### config.mk
export PLATFORM = sky130hd
export DESIGN_NAME = slb_bulk_inval
export DESIGN_NICKNAME = d
export VERILOG_FILES = /design/src/rtl/slbinv_pkg.sv /design/src/rtl/slb_hint_decode.sv /design/src/rtl/slb_entry_array.sv /design/src/rtl/slb_sweep_ctrl.sv /design/src/rtl/slb_bulk_inval.sv
export SDC_FILE = /design/constraint.sdc
export NUM_CORES = 2
export LEC_CHECK = 0
export BUFFER_PORTS_ARGS = -buffer_cell sky130_fd_sc_hd__buf_4
export CAP_MARGIN = 20
export CORE_MARGIN = 5
export CORE_UTILIZATION = 45
export DETAILED_ROUTE_END_ITERATION = 8
export PLACE_DENSITY_LB_ADDON = 0.3
export RECOVER_POWER = 50
export SYNTH_ARGS = -nofsm -noshare
export SYNTH_HDL_FRONTEND = slang
export SYNTH_SLANG_ARGS = --single-unit
### constraint.sdc
create_clock -name clk_i -period 15.55 [get_ports clk_i]
set_input_delay 3.11 -clock clk_i [delete_from_list [all_inputs] [get_ports clk_i]]
set_output_delay 3.11 -clock clk_i [all_outputs]
set_load 0.005 [all_outputs]
### src/rtl/slbinv_pkg.sv
package slbinv_pkg;
  localparam int HINT_LSB = 21;
  localparam int HINT_W   = 3;

  typedef struct packed {
    logic start_zero;
    logic skip_all;
    logic class_only;
    logic undef;
  } scope_t;

  typedef enum logic [1:0] {ST_IDLE, ST_SWEEP, ST_FIN} sweep_st_e;
endpackage

### src/rtl/slb_hint_decode.sv
module slb_hint_decode
  import slbinv_pkg::*;
(
  input  logic [31:0] instr_i,
  input  logic        v3_mode_i,
  output scope_t      scope_o
);
  logic [HINT_W-1:0] hint;
  logic              unused_instr;

  assign hint         = instr_i[HINT_LSB +: HINT_W];
  assign unused_instr = ^instr_i;

  always_comb begin
    scope_o = '0;
    if (v3_mode_i) begin
      unique case (hint)
        3'd3: begin scope_o.start_zero = 1'b1; scope_o.class_only = 1'b1; end
        3'd4: scope_o.start_zero = 1'b1;
        3'd5: scope_o.undef      = 1'b1;
        3'd7: scope_o.skip_all   = 1'b1;
        default: ;
      endcase
    end
  end
endmodule

### src/rtl/slb_entry_array.sv
module slb_entry_array #(
  parameter int NUM_ENTRIES = 32,
  parameter int ESID_W      = 36,
  parameter int VSID_W      = 52,
  localparam int IDX_W      = $clog2(NUM_ENTRIES)
) (
  input  logic              clk_i,
  input  logic              rst_ni,
  input  logic              wr_en_i,
  input  logic [IDX_W-1:0]  wr_idx_i,
  input  logic              wr_valid_i,
  input  logic [ESID_W-1:0] wr_esid_i,
  input  logic [VSID_W-1:0] wr_vsid_i,
  input  logic              wr_class_i,
  input  logic              clr_en_i,
  input  logic [IDX_W-1:0]  clr_idx_i,
  input  logic [IDX_W-1:0]  scan_idx_i,
  output logic              scan_valid_o,
  output logic              scan_class_o,
  input  logic [IDX_W-1:0]  rd_idx_i,
  output logic              rd_valid_o,
  output logic [ESID_W-1:0] rd_esid_o,
  output logic [VSID_W-1:0] rd_vsid_o,
  output logic              rd_class_o
);
  logic [NUM_ENTRIES-1:0] valid_q;
  logic [NUM_ENTRIES-1:0] class_q;
  logic [ESID_W-1:0]      esid_q [NUM_ENTRIES];
  logic [VSID_W-1:0]      vsid_q [NUM_ENTRIES];

  for (genvar g = 0; g < NUM_ENTRIES; g++) begin : g_entry
    logic wr_hit, clr_hit;
    assign wr_hit  = wr_en_i  && (wr_idx_i  == IDX_W'(g));
    assign clr_hit = clr_en_i && (clr_idx_i == IDX_W'(g));

    always_ff @(posedge clk_i or negedge rst_ni) begin
      if (!rst_ni)      valid_q[g] <= 1'b0;
      else if (wr_hit)  valid_q[g] <= wr_valid_i;
      else if (clr_hit) valid_q[g] <= 1'b0;
    end

    // payload is not reset; only the valid bit defines entry state
    always_ff @(posedge clk_i) begin
      if (wr_hit) begin
        esid_q[g]  <= wr_esid_i;
        vsid_q[g]  <= wr_vsid_i;
        class_q[g] <= wr_class_i;
      end
    end
  end

  assign scan_valid_o = valid_q[scan_idx_i];
  assign scan_class_o = class_q[scan_idx_i];
  assign rd_valid_o   = valid_q[rd_idx_i];
  assign rd_esid_o    = esid_q[rd_idx_i];
  assign rd_vsid_o    = vsid_q[rd_idx_i];
  assign rd_class_o   = class_q[rd_idx_i];

  AST_CLEAR_TAKES: assert property (@(posedge clk_i) disable iff (!rst_ni)
    (clr_en_i && !wr_en_i) |=> !valid_q[$past(clr_idx_i)]);
endmodule

### src/rtl/slb_sweep_ctrl.sv
module slb_sweep_ctrl
  import slbinv_pkg::*;
#(
  parameter int NUM_ENTRIES = 32,
  localparam int IDX_W      = $clog2(NUM_ENTRIES),
  localparam logic [IDX_W-1:0] LAST_IDX = IDX_W'(NUM_ENTRIES - 1)
) (
  input  logic             clk_i,
  input  logic             rst_ni,
  input  logic             cmd_valid_i,
  input  scope_t           scope_i,
  input  logic             ent_valid_i,
  input  logic             ent_class_i,
  input  logic             flush_ack_i,
  output logic [IDX_W-1:0] scan_idx_o,
  output logic             clr_en_o,
  output logic             busy_o,
  output logic             done_o,
  output logic             flush_req_o,
  output logic             warn_o
);
  sweep_st_e        st_q;
  scope_t           scope_q;
  logic [IDX_W-1:0] idx_q;
  logic             flush_q, warn_q, accept;

  assign accept = (st_q == ST_IDLE) && cmd_valid_i;

  always_ff @(posedge clk_i or negedge rst_ni) begin
    if (!rst_ni) begin
      st_q    <= ST_IDLE;
      scope_q <= '0;
      idx_q   <= '0;
      flush_q <= 1'b0;
      warn_q  <= 1'b0;
    end else begin
      warn_q <= 1'b0;
      if (flush_ack_i) flush_q <= 1'b0;
      unique case (st_q)
        ST_IDLE: if (cmd_valid_i) begin
          scope_q <= scope_i;
          flush_q <= 1'b1;          // set wins over ack
          warn_q  <= scope_i.undef;
          idx_q   <= scope_i.start_zero ? '0 : IDX_W'(1);
          st_q    <= scope_i.skip_all ? ST_FIN : ST_SWEEP;
        end
        ST_SWEEP: begin
          if (idx_q == LAST_IDX) st_q <= ST_FIN;
          else                   idx_q <= idx_q + 1'b1;
        end
        default: st_q <= ST_IDLE;
      endcase
    end
  end

  assign scan_idx_o  = idx_q;
  assign clr_en_o    = (st_q == ST_SWEEP) && ent_valid_i &&
                       (!scope_q.class_only || ent_class_i);
  assign busy_o      = (st_q != ST_IDLE);
  assign done_o      = (st_q == ST_FIN);
  assign flush_req_o = flush_q;
  assign warn_o      = warn_q;

  AST_FLUSH_ON_CMD: assert property (@(posedge clk_i) disable iff (!rst_ni)
    accept |=> flush_req_o);
  AST_WARN_PULSE: assert property (@(posedge clk_i) disable iff (!rst_ni)
    warn_o |=> !warn_o);
  AST_DONE_PULSE: assert property (@(posedge clk_i) disable iff (!rst_ni)
    done_o |=> !busy_o);
  AST_BUSY_HOLD: assert property (@(posedge clk_i) disable iff (!rst_ni)
    (busy_o && !done_o) |=> busy_o);
  AST_CLASS_KEEP: assert property (@(posedge clk_i) disable iff (!rst_ni)
    (clr_en_o && scope_q.class_only) |-> ent_class_i);
endmodule

### src/rtl/slb_bulk_inval.sv
module slb_bulk_inval
  import slbinv_pkg::*;
#(
  parameter int NUM_ENTRIES = 32,
  parameter int ESID_W      = 36,
  parameter int VSID_W      = 52,
  localparam int IDX_W      = $clog2(NUM_ENTRIES)
) (
  input  logic              clk_i,
  input  logic              rst_ni,
  input  logic              cmd_valid_i,
  input  logic [31:0]       cmd_instr_i,
  input  logic              v3_mode_i,
  input  logic              wr_en_i,
  input  logic [IDX_W-1:0]  wr_idx_i,
  input  logic              wr_valid_i,
  input  logic [ESID_W-1:0] wr_esid_i,
  input  logic [VSID_W-1:0] wr_vsid_i,
  input  logic              wr_class_i,
  input  logic [IDX_W-1:0]  rd_idx_i,
  output logic              rd_valid_o,
  output logic [ESID_W-1:0] rd_esid_o,
  output logic [VSID_W-1:0] rd_vsid_o,
  output logic              rd_class_o,
  output logic              busy_o,
  output logic              done_o,
  output logic              flush_req_o,
  input  logic              flush_ack_i,
  output logic              warn_o
);
  scope_t           scope;
  logic [IDX_W-1:0] scan_idx;
  logic             scan_valid, scan_class, clr_en, wr_fire;

  assign wr_fire = wr_en_i && !busy_o;

  slb_hint_decode i_decode (
    .instr_i   (cmd_instr_i),
    .v3_mode_i (v3_mode_i),
    .scope_o   (scope)
  );

  slb_sweep_ctrl #(.NUM_ENTRIES(NUM_ENTRIES)) i_ctrl (
    .clk_i       (clk_i),
    .rst_ni      (rst_ni),
    .cmd_valid_i (cmd_valid_i),
    .scope_i     (scope),
    .ent_valid_i (scan_valid),
    .ent_class_i (scan_class),
    .flush_ack_i (flush_ack_i),
    .scan_idx_o  (scan_idx),
    .clr_en_o    (clr_en),
    .busy_o      (busy_o),
    .done_o      (done_o),
    .flush_req_o (flush_req_o),
    .warn_o      (warn_o)
  );

  slb_entry_array #(
    .NUM_ENTRIES(NUM_ENTRIES), .ESID_W(ESID_W), .VSID_W(VSID_W)
  ) i_array (
    .clk_i        (clk_i),
    .rst_ni       (rst_ni),
    .wr_en_i      (wr_fire),
    .wr_idx_i     (wr_idx_i),
    .wr_valid_i   (wr_valid_i),
    .wr_esid_i    (wr_esid_i),
    .wr_vsid_i    (wr_vsid_i),
    .wr_class_i   (wr_class_i),
    .clr_en_i     (clr_en),
    .clr_idx_i    (scan_idx),
    .scan_idx_i   (scan_idx),
    .scan_valid_o (scan_valid),
    .scan_class_o (scan_class),
    .rd_idx_i     (rd_idx_i),
    .rd_valid_o   (rd_valid_o),
    .rd_esid_o    (rd_esid_o),
    .rd_vsid_o    (rd_vsid_o),
    .rd_class_o   (rd_class_o)
  );

  AST_WRITE_BLOCKED: assert property (@(posedge clk_i) disable iff (!rst_ni)
    (busy_o && wr_en_i && !clr_en && rd_idx_i == wr_idx_i) |=>
      $stable(rd_esid_o) || $changed(rd_idx_i));
endmodule

## Word-level counts from Yosys, hierarchy flattened

Memories as Yosys holds them, arrays and structs flattened.
Cells that the tools add are included.

- Input port bits: 138
- Bits in writable memories: 2,816
- Output and inout port bits: 94
- Memories kept: 2
- Bits in registers: 74

- Reductions and logical operators: 173
- Magnitude comparators: 2
- Muxes and demuxes: 340
- Equality and inequality tests: 71
- $add $sub $neg: 1

Memories:

| name | depth | width | read ports | clocked after Yosys merged registers in | write ports | RTL line | RTL |
|---|---|---|---|---|---|---|---|
| i_array.vsid_q | 32 | 52 | 1 | 0 | 1 | slb_entry_array.sv:29 | `logic [VSID_W-1:0] vsid_q [NUM_ENTRIES];` |
| i_array.esid_q | 32 | 36 | 1 | 0 | 1 | slb_entry_array.sv:28 | `logic [ESID_W-1:0] esid_q [NUM_ENTRIES];` |

Operators with widths:

| operator | number |
|---|---|
| 52-bit two-way mux | 31 |
| 52-bit OR reduction | 31 |
| 36-bit two-way mux | 31 |
| 36-bit OR reduction | 31 |
| 5-bit two-way mux | 64 |
| 1-bit two-way mux | 204 |
| 5-bit equality test (second input constant) | 32 |
| 5-bit by 4-bit equality test with 1-bit output (second input constant) | 16 |
| 2-bit nonzero test | 34 |
| 1-bit logical AND | 67 |
| 5-bit by 3-bit equality test with 1-bit output (second input constant) | 8 |
| 1-bit binary-select mux with 5-bit select | 4 |
| 5-bit by 2-bit equality test with 1-bit output (second input constant) | 4 |
| 5-bit by 6-bit < comparator with 1-bit output (second input constant) | 2 |
| 5-bit by 1-bit equality test with 1-bit output (second input constant) | 2 |
| 5-bit zero test | 2 |
| 5-bit case mux with 2 select lines | 1 |
| 3-bit equality test (second input constant) | 3 |
| 2-bit two-way mux | 3 |
| 5-bit by 1-bit adder with 5-bit output (second input constant) | 1 |
| 4-bit two-way mux | 1 |
| 2-bit inequality test (second input constant) | 2 |
| 2-bit case mux with 2 select lines | 1 |
| 2-bit AND reduction | 2 |
| 9 further kinds | 10 |

## Longest topological paths before layout

- Depth in word-level cells: 38
- Depth in mapped cells: 10
- Gate-level depth less buffers: 7

## Cells and area by module

Synthesis repeated with hierarchy kept, for this count alone.

- Cell total of the unflattened synthesis: 4,830
- Area, all modules: 109,909.2 µm²

Modules (own cells, without submodules):

| module | times used | cells an instance | seq. area each (µm²) | area each (µm²) |
|---|---|---|---|---|
| slb_entry_array | 1 | 4,772 | 86,322.8 | 109,311.1 |
| slb_sweep_ctrl | 1 | 50 | 250.2 | 545.5 |
| slb_hint_decode | 1 | 7 | 0.0 | 38.8 |
| slb_bulk_inval | 1 | 1 | 0.0 | 13.8 |

## Worst setup path after synthesis

Ideal clock, no wire load.

- Path kind: input to output
- Start: input port rd_idx_i[1]
- End: output port rd_class_o
- Setup slack: 7.415 ns
- Data arrival time: 5.025 ns
- Cell stages on the path: 6
- Data required time: 12.440 ns
- Path through: clkbuf_1 -> clkbuf_1 -> clkbuf_1 -> mux4_2 -> mux4_2 -> mux2_2

- Word-level cells in the longest chain between the ends: 2

RTL lines:

| what | RTL line | RTL |
|---|---|---|
| start, declared | slb_bulk_inval.sv:20 | `input logic [IDX_W-1:0] rd_idx_i,` |
| 1-bit binary-select mux with 5-bit select | slb_entry_array.sv:57 | `assign rd_class_o = class_q[rd_idx_i];` |
| 1-bit two-way mux (implied by the code) | slb_entry_array.sv:57 |  |
| end, declared | slb_bulk_inval.sv:24 | `output logic rd_class_o,` |

No other way between the ends. The select of a mux whose other input is x is not followed.

## Worst setup path after layout

- Start: input port rd_idx_i[1]
- End: output port rd_valid_o

- Word-level cells in the longest chain between the ends: 2

RTL lines:

| what | RTL line | RTL |
|---|---|---|
| 1-bit binary-select mux with 5-bit select | slb_entry_array.sv:54 | `assign rd_valid_o = valid_q[rd_idx_i];` |
| 1-bit two-way mux (implied by the code) | slb_entry_array.sv:54 |  |
| end, declared | slb_bulk_inval.sv:21 | `output logic rd_valid_o,` |

No other way between the ends. The select of a mux whose other input is x is not followed.

==> results.md <==
* Capture point of the worst reg-to-reg path: i_array.esid_q[28][19]
* Final instance area at about 130000 um2
* Crit path time final at 10.08 ns
* Die area at around 260000 um2
* Final HPWL DP at ~130000 um
* Initial DRC Count at roughly 6200
* Hold Vio Cnt, Final at 0
* Top post-synthesis cells by area: edfxtp_1 (77%), mux4_2 (19%), dfrtp_1 (0.95%)
* Clock tree buffer depth at 4
* Ys flop type: edfxtp_1
* Area leader, netlist: edfxtp_1
* RSZ-0062 raised after global routing: false
* Setup Buffers After CTS at 0
* Maximum VDD drop at between 0.1 and 0.15 mV
* Initial Utilization at between 40% and 50%
* Final ANT Viol Nets at 0
* Layout cells sized above 1 at approximately 33%
* DP Area at between 100000 and 150000 um2
* Slew Viols, Final at about 100
* Post-synthesis sequential element count at between 2000 and 3000
* TritonRoute pass-1 iters at 5
* Post-synth EDFFs at 2848
* Reg2reg setup slack at around 11 ns
* TritonCTS Buffers at a little over 300
* Worst Hold End: i_array.valid_q[25]
* Cell variety after synth at 46
* CTS Sinks at just under 3000
* DR vias at about 50000
* Fin nets at ~5000
* Max-cap violations at 4
* Post-cts sizing count at 0
* Cell Count Post-Placement at between 7000 and 8000
* Wire per inst at about 33 um
* I/O pin total at ~230
* Die Ht at about 510 um
* Slew HR at -66.4%
* Worst-path clk slew at roughly 0.06 ns
* CTS tree: built
* CP Data Required Time at roughly 12 ns
* Final cell count without fillers at between 8000 and 9000
* Core footprint at 245000 um2
* Die X at just over 500 um
* Clk_lat worst skew at approximately 0.94 ns
* # DRC at 0
* Most common library cells after synthesis: edfxtp_1 (2848), mux4_2 (912), clkbuf_1 (133), mux2_2 (93), buf_2 (69)
* Worst Hold Class: reg2reg
* Top-count cell post-synth: edfxtp_1
* Setup TNS at 0 ns
* Type of origin of the critical path: input port
* Syn_nets at approximately 4500
* First-pass GRT wire length at 384000 um
* Final setup viols at 0
* IO Port Bufs at slightly above 200
* PD cells at between 100 and 150 nW/um2
* Vias in the first global route at between 50000 and 60000
* Post-synth ARST share at around 1.5%
* Hold_sp: i_array.valid_q[25]
* Max FO, Critical Path at 132
* Status: finished, violations left
* Crit path kind: in2out
* Worst r2r src: i_ctrl.st_q[1]
* Cts hold-fix bufs at 0
* Drt total wl at roughly 270000 um
* Synth-to-Final Area Change at 13.3%
* Sequential share of the synthesized area at just under 80%
* Fmax at a little under 100 MHz
* Worst setup EP type: output pin
* Cells after Synth at 4361
* Tcrit/Tclk final at between 60% and 70%
* Arr. time, crit path at approximately 7.0 ns
* Leakage at between 30 and 40 nW
* Mapped cell area at about 110000 um2
* GR Util All Layers at a little over a fifth
* FP Rows at roughly 180
* Vias/cell at roughly 6
* WHS Path Cells at 2
* GP Congestion at 0.738
* Post-layout util at between 50% and 60%
* Tightest Pin Transition at approximately 2.5 ns
* Post-synth top area share at between 70 and 80%
* Ys Warns at 0
* Avg Inst Size Synth at 25.4 um2
* Htree depth at 5
* Initial antenna violation count at 44
* Skew final at approximately 0.067 ns
* Grt ovf at 0
* Failing checks: max-capacitance violations, max-slew violations
* Reg2Reg Depth at 6
* Root Buffer Master: clkbuf_16
* Largest net degree at the start of global routing at 144
[cell type report]
class	instances	area (um2)
clock buffer	379	8070
fill	18600	120000
tap	3220	4030
clock inverter	136	1140
antenna	9	22.5
inverter	9	33.8
timing repair buffer	307	2240
sequential	2890	86600
multi-input combinational	1233	23200
[state kept, by name (all words and copies together) (netlist names)]
name / cells
i_ctrl.scan_idx_o: 5
i_array.vsid_q: 1664
i_array.class_q: 32
i_ctrl.warn_o: 1
i_ctrl.st_q: 2
i_ctrl.flush_req_o: 1
i_array.valid_q: 32
i_array.esid_q: 1152
i_ctrl.scope_q: 1
[through the flow]
stage | hold slack, ns | setup slack (ns) | power [mW]
after floorplan | 0.471 | 7.42 | 9.47
after global placement | 0.538 | 5.36 | 9.84
after detailed placement | 0.543 | 5.36 | 9.86
after CTS | 0.553 | 5.35 | 16.6
after global routing | 0.569 | 5.13 | 17.1
final | 0.548 | 5.47 | 16.5
[metal layers]
layer	global-route usage, %	wire [um]
met3	5.28	26400
met4	4.48	5330
met1	30.8	110000
met5	0	199
met2	32.7	128000
[placed cells by master (no fill, tap or decap), types with 3 or more instances in the layout]
| master | count |
|---|---|
| inv_1 | 9 |
| clkbuf_8 | 5 |
| buf_8 | 4 |
| clkbuf_16 | 310 |
| o21ai_0 | 8 |
| a31oi_1 | 7 |
| inv_6 | 7 |
| mux2_2 | 93 |
| ha_1 | 6 |
| nand4_1 | 5 |
| mux2i_1 | 24 |
| o31ai_1 | 16 |
| mux4_2 | 912 |
| clkinv_1 | 62 |
| nor3_1 | 5 |
| a21oi_1 | 15 |
| nand2b_1 | 4 |
| nor2b_1 | 4 |
| o21ai_1 | 10 |
| edfxtp_1 | 2848 |
| and4_4 | 3 |
| nor2_1 | 27 |
| buf_12 | 18 |
| clkbuf_1 | 159 |
| clkinv_2 | 40 |
| dfrtp_1 | 42 |
| bufinv_16 | 19 |
| nand2_1 | 32 |
| nor2_4 | 29 |
| diode_2 | 9 |
| nand3_1 | 5 |
| clkinv_4 | 5 |
| buf_4 | 188 |
[where the power goes]
group	internal [mW]	switching, mW
clock	3.97	2.84
combinational	0.439	0.537
sequential	8.64	0.0604
[worst max path at each step]
stage / start / end / slack [ns]
after floorplan: rd_idx_i[1] / rd_class_o / 7.42
after global routing: rd_idx_i[0] / rd_vsid_o[18] / 5.13
after detailed placement: rd_idx_i[0] / rd_vsid_o[27] / 5.36
final: rd_idx_i[1] / rd_valid_o / 5.47
after CTS: rd_idx_i[0] / rd_vsid_o[27] / 5.35
after global placement: rd_idx_i[0] / rd_vsid_o[18] / 5.36
[critical path, stage by stage]
cell,delay [ns]
buf_8,0.56
buf_12,0.59
buf_4,0.84
mux4_2,0.44
mux4_2,0.48
mux2_2,0.36
buf_4,0.16
[cell families after synthesis]
group	share of synthesized area (%)
fa+ha+maj	0.0679
flops	78.3
compound gates	0.396
simple gates	0.533
buf+inv	0.962
mux	19.7
xor+xnor	0.0158
No activity file was read; power rests on OpenSTA's default activity.
